==> config.mk <==
export PLATFORM = sky130hd
export DESIGN_NAME = jump_cond_unit
export DESIGN_NICKNAME = d
export VERILOG_FILES = /design/src/rtl/jump_cond_pkg.sv /design/src/rtl/jc_operand_sel.sv /design/src/rtl/jc_compare.sv /design/src/rtl/jc_cond_decode.sv /design/src/rtl/jump_cond_unit.sv
export SDC_FILE = /design/constraint.sdc
export NUM_CORES = 1
export LEC_CHECK = 0
export BUFFER_PORTS_ARGS = -buffer_cell sky130_fd_sc_hd__buf_2
export CAP_MARGIN = 20
export CORE_ASPECT_RATIO = 0.5
export CORE_MARGIN = 1
export CORE_UTILIZATION = 35
export DETAILED_ROUTE_END_ITERATION = 16
export PLACE_DENSITY = 0.74
export SLEW_MARGIN = 25
export SYNTH_ARGS = -nofsm -noshare
export SYNTH_HDL_FRONTEND = slang
export SYNTH_SLANG_ARGS = --single-unit
==> constraint.sdc <==
create_clock -name clk -period 3.2 [get_ports clk]
set_input_delay 0.48 -clock clk [delete_from_list [all_inputs] [get_ports clk]]
set_output_delay 0.48 -clock clk [all_outputs]
set_load 0.03 [all_outputs]
==> src/rtl/jump_cond_pkg.sv <==
package jump_cond_pkg;
  localparam int COND_W = 4;

  typedef enum logic [COND_W-1:0] {
    JC_ALWAYS = 4'h0,
    JC_NE     = 4'h1,
    JC_EQ     = 4'h2,
    JC_GTU    = 4'h3,
    JC_GEU    = 4'h4,
    JC_GTS    = 4'hC,
    JC_GES    = 4'hD
  } jcond_e;

  typedef struct packed {
    logic eq;
    logic gtu;
    logic geu;
    logic gts;
    logic ges;
  } cmp_flags_t;
endpackage

==> src/rtl/jc_operand_sel.sv <==
module jc_operand_sel #(
  parameter int DATA_W = 32,
  parameter int IMM_W  = 16
) (
  input  logic [DATA_W-1:0] reg_val,
  input  logic [IMM_W-1:0]  imm_val,
  input  logic              pick_imm,
  output logic [DATA_W-1:0] operand
);
  localparam int EXT_W = DATA_W - IMM_W;

  logic [DATA_W-1:0] imm_ext;

  generate
    if (EXT_W > 0) begin : g_ext
      assign imm_ext = {{EXT_W{imm_val[IMM_W-1]}}, imm_val};
    end else begin : g_noext
      assign imm_ext = imm_val[DATA_W-1:0];
    end
  endgenerate

  assign operand = pick_imm ? imm_ext : reg_val;
endmodule

==> src/rtl/jc_compare.sv <==
module jc_compare
  import jump_cond_pkg::*;
#(
  parameter int DATA_W = 32
) (
  input  logic [DATA_W-1:0] lhs,
  input  logic [DATA_W-1:0] rhs,
  output cmp_flags_t        flags
);
  localparam int MSB = DATA_W - 1;

  logic [DATA_W:0] diff;
  logic            borrow;
  logic            same;
  logic            lt_s;

  assign diff   = {1'b0, lhs} - {1'b0, rhs};
  assign borrow = diff[DATA_W];
  assign same   = (lhs == rhs);
  assign lt_s   = (lhs[MSB] ^ rhs[MSB]) ? lhs[MSB] : borrow;

  always_comb begin
    flags.eq  = same;
    flags.geu = ~borrow;
    flags.gtu = ~borrow & ~same;
    flags.ges = ~lt_s;
    flags.gts = ~lt_s & ~same;
  end
endmodule

==> src/rtl/jc_cond_decode.sv <==
module jc_cond_decode
  import jump_cond_pkg::*;
(
  input  logic [COND_W-1:0] code,
  input  cmp_flags_t        flags,
  output logic              take,
  output logic              bad
);
  always_comb begin
    take = 1'b0;
    bad  = 1'b0;
    case (code)
      JC_ALWAYS: take = 1'b1;
      JC_NE:     take = ~flags.eq;
      JC_EQ:     take = flags.eq;
      JC_GTU:    take = flags.gtu;
      JC_GEU:    take = flags.geu;
      JC_GTS:    take = flags.gts;
      JC_GES:    take = flags.ges;
      default:   bad  = 1'b1;
    endcase
  end
endmodule

==> src/rtl/jump_cond_unit.sv <==
module jump_cond_unit
  import jump_cond_pkg::*;
#(
  parameter int DATA_W = 32,
  parameter int IMM_W  = 16
) (
  input  logic              clk,
  input  logic              rst,
  input  logic [3:0]        cond,
  input  logic [DATA_W-1:0] op_a,
  input  logic [DATA_W-1:0] op_b,
  input  logic [IMM_W-1:0]  imm,
  input  logic              use_imm,
  output logic              take_jump,
  output logic              cond_bad
);
  logic [DATA_W-1:0] rhs;
  cmp_flags_t        flags;
  logic              take_d;
  logic              bad_d;

  jc_operand_sel #(.DATA_W(DATA_W), .IMM_W(IMM_W)) u_sel (
    .reg_val (op_b),
    .imm_val (imm),
    .pick_imm(use_imm),
    .operand (rhs)
  );

  jc_compare #(.DATA_W(DATA_W)) u_cmp (
    .lhs  (op_a),
    .rhs  (rhs),
    .flags(flags)
  );

  jc_cond_decode u_dec (
    .code (cond),
    .flags(flags),
    .take (take_d),
    .bad  (bad_d)
  );

  always_ff @(posedge clk) begin
    if (rst) begin
      take_jump <= 1'b0;
      cond_bad  <= 1'b0;
    end else begin
      take_jump <= take_d;
      cond_bad  <= bad_d;
    end
  end
endmodule

# ---- Yosys cells after proc, flatten, opt, wreduce, memory -nomap -nowiden
# Cells that the tools add are included.
# Widths: inputs -> output; s select.
dict set report word_totals {
  input_bits 87
  ff_bits 2
}
dict set report classes {
  n_bitwise 6
  addsub 1
  n_mux 4
  eq_ne 7
  reduce_logical 2
}
# cell count
set ops {}
lappend ops {{$sub 32x32->33} 1}
lappend ops {{$eq 32x32->1} 1}
lappend ops {{$mux 32} 1}
lappend ops {{$eq 4x2->1 const B} 2}
lappend ops {{$eq 4x4->1 const B} 2}
lappend ops {{$pmux 1 s7} 1}
lappend ops {{$reduce_or 7->1} 1}
lappend ops {{$eq 4x1->1 const B} 1}
lappend ops {{$eq 4x3->1 const B} 1}
lappend ops {{$logic_not 4->1} 1}
lappend ops {{$not 1->1} 3}
lappend ops {{$and 1x1->1} 2}
lappend ops {{$mux 1} 2}
lappend ops {{$xor 1x1->1} 1}

# ---- Longest topological paths before layout
# Gate-level depths: netlist of the first run.
dict set report depth {
  word_depth 6
  depth_mapped 12
}

# ---- Cells and area by module
# A second synthesis of the first run with hierarchy kept.
dict set report hier_totals {
  cells_unflattened 174
  area_unflattened_um2 1561.5
}
# module area_each_um2 n_inst cells_per_inst
set modules_own_cells {}
lappend modules_own_cells {jc_compare 884.6 1 120}
lappend modules_own_cells {jc_operand_sel 549.3 1 37}
lappend modules_own_cells {jc_cond_decode 75.1 1 13}
lappend modules_own_cells {jump_cond_unit 52.6 1 4}

# ---- Worst setup path after synthesis of the first run
# No wires, ideal clock.
dict set report synth_timing {
  path_type {input to register}
  from {in use_imm}
  to {reg take_jump}
  arrival_ps 2670
  path_slack_ps 405
  n_path_buf 3
  setup_ps 124
  stages 12
  required_time_ps 3076
  cell_sequence {buf_2 -> and2_1 -> clkbuf_1 -> clkbuf_1 -> a21oi_1 -> ha_1 -> nand4_1 -> nor3_1 -> nand4b_1 -> nor3b_1 -> o31ai_2 -> o22ai_1}
}
dict set report synth_between {
  elab_chain_len 6
  elab_cells_between_ends 11
  classes_between {1 x add/sub; 1 x eq/ne; 3 x mux; 6 x bitwise}
}
# item line_no
set synth_lines {}
lappend synth_lines {{start, declared} jump_cond_unit.sv:13} ;# input logic use_imm,
lappend synth_lines {{$mux 32 *} jc_operand_sel.sv:22} ;# assign operand = pick_imm ? imm_ext : reg_val;
lappend synth_lines {{$sub 32x32->33 or $xor 1x1->1 (tied branches)} {jc_compare.sv:17, jc_compare.sv:20}}
lappend synth_lines {{$mux 1} jc_compare.sv:20} ;# assign lt_s = (lhs[MSB] ^ rhs[MSB]) ? lhs[MSB] : borrow;
lappend synth_lines {{$not 1->1} {jc_compare.sv:26, jc_compare.sv:27}}
lappend synth_lines {{$and 1x1->1} jc_compare.sv:27} ;# flags.gts = ~lt_s & ~same;
lappend synth_lines {{$pmux 1 s7 *} jc_cond_decode.sv:12} ;# case (code)
lappend synth_lines {{end signal, assigned} jump_cond_unit.sv:47} ;# take_jump <= take_d;
lappend synth_lines {{end, declared} jump_cond_unit.sv:14} ;# output logic take_jump,
# Mark *: on every way between the ends. The rest lies on a longest branch, timed or not.
# A chain may end at the register's enable or synchronous reset.

# ---- Worst setup path after layout of the first run
# Ends and elaborated chain as after synthesis.

==> results of run 1 <==
-- per-layer routing --
| layer | GRT usage | part of all wire |
|---|---|---|
| met2 | 0.3851 | 0.52 |
| met5 | 0 | 0 |
| met1 | 0.2070 | 0.42 |
| met3 | 0.03478 | 0.047 |
| met4 | 0.06316 | 0.014 |
-- cell usage in the layout (no fill, tap or decap), drive strengths merged, types with 2 or more instances in the layout --
master | Yosys | routed
nor2b | 3 | 3
a21oi | 32 | 32
o211ai | 2 | 2
nand4 | 6 | 6
nand2 | 9 | 9
dfxtp | 2 | 2
nand3 | 3 | 3
nor3b | 2 | 2
nor4 | 3 | 3
o21ai | 4 | 4
mux2i | 14 | 14
clkbuf | 3 | 3
ha | 32 | 32
inv | 2 | 2
nor3 | 4 | 4
buf | 2 | 90
nor2 | 6 | 6
-- path summary, 6_finish.rpt --
path,to,slack (ps),cells after the start
setup / recovery,take_jump,520,10
hold / removal,cond_bad,460,2
-- power by group through the flow --
| stage | Sequential, mW | Clock [mW] | Combinational [mW] |
|---|---|---|---|
| final | 0.0272 | 0.100 | 0.207 |
| after global routing | 0.0274 | 0.104 | 0.237 |
| after CTS | 0.0272 | 0.103 | 0.209 |
| after detailed placement | 0.0275 | 0 | 0.207 |
| after global placement | 0.0275 | 0 | 0.201 |
| after floorplan | 0.0311 | 0 | 0.120 |
-- per-stage QoR --
stage / utilization / power, mW / hold slack (ps) / setup WS (ps) / cells
finish: 0.5467 / 0.3348 / 461.9 / 518.6 / 272
CTS: 0.5467 / 0.3389 / 457.4 / 518.9 / 272
global placement: 0.5330 / 0.2283 / 673.0 / 412.5 / 269
global route: 0.5467 / 0.3693 / 466.1 / 222.8 / 272
detailed placement: 0.5330 / 0.2350 / 679.6 / 318.2 / 269
floorplan: - / 0.1510 / 551.6 / 405.2 / 144
-- state kept, by name (all words and copies together) (netlist names) --
name	count
take_jump	1
cond_bad	1
-- cells by family (layout without fill, tap and decap cells) --
family | Yosys count | after routing | synth area share
compound gates | 47 | 47 | 0.2412
simple gates | 40 | 40 | 0.2069
fa+ha+maj | 32 | 32 | 0.3540
mux | 15 | 15 | 0.1338
buf+inv | 8 | 96 | 0.02876
flops | 2 | 2 | 0.03540
-- layout make-up --
class,count,area [um^2],share of cell area
Multi-Input combinational cell,134,1059,0.6390
Timing Repair Buffer,90,455.4,0.2749
Tap cell,40,50.05,0.03021
Clock buffer,3,41.29,0.02492
Sequential cell,2,40.04,0.02417
Inverter,3,11.26,0.006798
==> results by group, run 1 <==
Outcome
  • Status: complete, no violations

Floorplanning
  • Die Y: 42.20 um
  • I/O pins: 89
  • Initial Utilization: 0.3732
  • Area of the die: 3477 um^2
  • Rows: 14
  • Core area: 3030 um^2
  • DIE WIDTH: 82.40 um

Pwr
  • Internal power: 212.0 uW
  • Part of the power in registers: 0.081
  • Switching Fraction: 0.3668
  • Cell Pwr Density: 202.1 nW/um^2
  • Comb pwr share: 0.620
  • Clock power frac: 0.299
  • Peak VDD IR: 0.0001445 V
  • Sw power: 122.8 uW
  • Leak: 0.8810 nW

Clock network
  • Post-cts gate resize count: 0
  • CTS Hold Bufs: 0
  • Root Buffer: clkbuf_8
  • Max clock buf depth: 2
  • H-tree levels: 1
  • CTS tree: done
  • # Post-CTS Setup Buffers: 0
  • Clock Pin Slew Worst Setup and Hold Paths: 30 ps
  • Num Clock Sinks: 2
  • Total CTS buffers: 3

Synth
  • Most frequent cells after synthesis: a21oi_1, ha_1, mux2i_1
  • Number of synthesis warnings: 0
  • Cell accounting for the most synthesized area: ha_1
  • Register area share after synthesis: 0.03540
  • Synth top area cells: ha_1, a21oi_1, mux2i_1, dfxtp_1, nand2_1
  • Synth Area per Inst: 7.855 um^2
  • Synth Flop Type: dfxtp_1
  • Post-synth cell types: 35
  • Post-synthesis cell count: 144
  • Syn Std Cell Area: 1131 um^2
  • Synthesized Nets: 263
  • Async set-reset flop share out of synthesis: 0
  • Post-synth EDFFs: 0
  • Synth top area share: 0.3540
  • FF+latch count, synth: 2

Cells and area
  • Layout cells sized above 1: 0.4310
  • # fillers: 303
  • ANT cells: 0
  • Area Growth Syn to Fin: 46.46%
  • Final instance area: 1657 um^2
  • Final net count: 353

Critical path
  • Critical path's slowest cell: clkinv_1
  • Critical Path End Type: flip-flop
  • Worst path bufs/invs: 2
  • CP startpoint kind: input pin
  • Family with the most delay on the worst path: compound AO/OA/AOI/OAI gates
  • WS Path Type: in2reg
  • Crit path required time: 3290 ps
  • Crit Path Max Fanout: 17
  • Critical path startpoint: use_imm
  • Cell breakdown of the critical path: buf_2 -> clkinv_1 -> a21oi_1 -> ha_1 -> nand4_2 -> nor2_1 -> a221o_1 -> o31a_1 -> nor3b_2 -> o22ai_1
  • Critical path data arrival time: 2770 ps
  • Worst path max stage delay: 390 ps

Route
  • Mean routed wirelength per cell: 11.55 um
  • Vias per cell: 5.246
  • Number of detailed-route iterations in the first pass: 4
  • # DRC: 0
  • DR iter-0 viols: 23
  • Antenna Nets Post-Route: 0
  • Post-Route WL: 3141 um
  • Detailed-route via count: 1427

Place
  • HPWL after detailed placement: 2783 um
  • # port buffers: 88
  • Placer Congestion: 0.8255
  • Post-Place Cell Area: 1615 um^2

STA
  • FMAX: 372.9 MHz
  • Final Hold Viols: 0
  • Period utilisation layout: 0.8379
  • Fin crit period: 2681 ps
  • Worst slew pin tran: 411.4 ps
  • Fin Setup TNS: 0 ps
  • Count of final setup violators: 0
  • Slew Viols, Final: 0
  • RSZ-0062 raised after global routing: no
  • Rel. slew slack: 0.7241

GRT
  • GRT Util Overall: 0.1956
  • Largest net degree at the start of global routing: 18
  • Initial antenna violation count: 0
  • Vias in the first global route: 1425
  • First-pass GRT wire length: 5347 um
  • Grt total ovfl: 0

Job
  • Max Cap Viol: 0

Worst hold path
  • Min-delay worst type: in2reg
  • Min-delay src: rst
Note: power is estimated with default switching activity, not from simulation.
==> run 2, diff against run 1 <==
--- a/config.mk
+++ b/config.mk
@@ -11,7 +11,7 @@
 export CORE_MARGIN = 1
 export CORE_UTILIZATION = 35
 export DETAILED_ROUTE_END_ITERATION = 16
-export PLACE_DENSITY = 0.74
+export PLACE_DENSITY = 0.76
 export SLEW_MARGIN = 25
 export SYNTH_ARGS = -nofsm -noshare
 export SYNTH_HDL_FRONTEND = slang
==> constraint.sdc (replaced) <==
create_clock -name clk -period 2.4 [get_ports clk]
set_input_delay 0.36 -clock clk [delete_from_list [all_inputs] [get_ports clk]]
set_output_delay 0.36 -clock clk [all_outputs]
set_load 0.03 [all_outputs]
==> results by group, run 2 (same netlist as run 1, synthesis figures left out) <==
Clock network
  • Root Buffer: clkbuf_8
  • Total CTS buffers: 3
  • Num Clock Sinks: 2
  • CTS Hold Bufs: 0
  • # Post-CTS Setup Buffers: 0
  • CTS tree: done
  • Max clock buf depth: 2
  • H-tree levels: 1
  • Clock Pin Slew Worst Setup and Hold Paths: 30 ps
  • Post-cts gate resize count: 0

Job
  • Max Cap Viol: 0

Cells and area
  • Layout cells sized above 1: 0.4538
  • # fillers: 281
  • Highest-count cells in the layout ignoring fill and taps: buf_2, a21oi_1, ha_1
  • Top Registers: cond_bad (1), take_jump (1)
  • Register area: 40.04 um^2
  • Area Growth Syn to Fin: 54.31%
  • ANT cells: 0
  • Area occupied by multi-input gates: 1064 um^2
  • Final net count: 359
  • Most common cell after layout, fill and taps aside: buf_2

Floorplanning
  • Initial Utilization: 0.3732
  • DIE WIDTH: 82.40 um
  • Area of the die: 3477 um^2
  • Die Y: 42.20 um
  • Rows: 14
  • I/O pins: 89
  • Core area: 3030 um^2

STA
  • Fin crit period: 2197 ps
  • Count of final setup violators: 0
  • Worst slew pin tran: 309.5 ps
  • RSZ-0062 raised after global routing: no
  • Slew Viols, Final: 0
  • Period utilisation layout: 0.9154
  • Rel. slew slack: 0.7920
  • Final Hold Viols: 0
  • FMAX: 455.2 MHz
  • Setup WS post-layout: 203.1 ps

Worst hold path
  • Hold Path End: cond_bad
  • Min-delay src: rst
  • Hold path cells: 2
  • Min-delay worst type: in2reg

Pwr
  • Peak VDD IR: 0.0001868 V
  • Leak: 0.9242 nW
  • Cell Pwr Density: 266.5 nW/um^2
  • Total power: 465.2 uW

Outcome
  • Status: complete, no violations

Critical path
  • Critical Path End Type: flip-flop
  • Crit Path Max Fanout: 16
  • Critical path data arrival time: 2280 ps
  • Worst path max stage delay: 310 ps
  • Critical path's slowest cell: ha_1
  • Cell breakdown of the critical path: buf_2 -> and2_1 -> buf_12 -> a21oi_1 -> ha_1 -> nand4_1 -> nor3_2 -> nand4b_1 -> nor3b_1 -> o31ai_2 -> o22ai_1
  • CP startpoint kind: input pin
  • WS Path Type: in2reg
  • Crit path required time: 2490 ps

GRT
  • Largest net degree at the start of global routing: 17
  • Grt total ovfl: 0
  • First-pass GRT wire length: 5237 um
  • Vias in the first global route: 1399
  • Initial antenna violation count: 0
  • GRT Util Overall: 0.1923

Route
  • Vias per cell: 5.165
  • Mean routed wirelength per cell: 11.41 um
  • Detailed-route via count: 1436
  • Number of detailed-route iterations in the first pass: 4
  • Post-Route WL: 3173 um
  • DR iter-0 viols: 27
  • Antenna Nets Post-Route: 0
  • # DRC: 0

Place
  • Placer Congestion: 0.7787
  • Post-Place Worst Slack: -9.333 ps
  • HPWL after detailed placement: 2865 um
  • # port buffers: 88
==> run 2: power breakdown <==
group	switching, mW	internal [mW]
clock network	0.0257	0.106
logic	0.140	0.158
registers	0.000557	0.0358
==> run 2: worst max path at each step <==
stage / endpoint / from
global route: take_jump / use_imm
detailed placement: take_jump / use_imm
floorplan: take_jump / use_imm
CTS: take_jump / use_imm
finish: take_jump / use_imm
global placement: take_jump / use_imm
==> run 2: cell type report <==
class	instances	area share
Sequential cell	2	0.02294
Tap cell	40	0.02867
Timing Repair Buffer	96	0.3082
Inverter	3	0.007168
Clock buffer	3	0.02366
Multi-Input combinational cell	134	0.6093
==> run 2: critical path: cells and delay by family <==
kind	cells	cell delay, ps
fa+ha+maj	1	310
compound gates	3	360
buf+inv	2	290
simple gates	5	960
==> run 2: per-layer routing <==
metal  up-vias  wire length, um  track usage
li1        754                -            -
met1       638             1319       0.2042
met2        36             1649       0.3702
met3         8              139      0.02826
met4         0               64      0.08772
met5         -                0            0
==> run 2: metrics by stage <==
stage	hold slack [ps]	setup TNS, ps	util	cell area, um^2	cells
3_5_place_dp	559.6	-9.333	0.5623	1704	275
3_3_place_gp	554.3	0	0.5623	1704	275
2_1_floorplan	431.6	0	-	1146	144
6_report	343.9	0	0.5760	1745	278
4_1_cts	338.1	0	0.5760	1745	278
5_1_grt	345.9	0	0.5760	1745	278
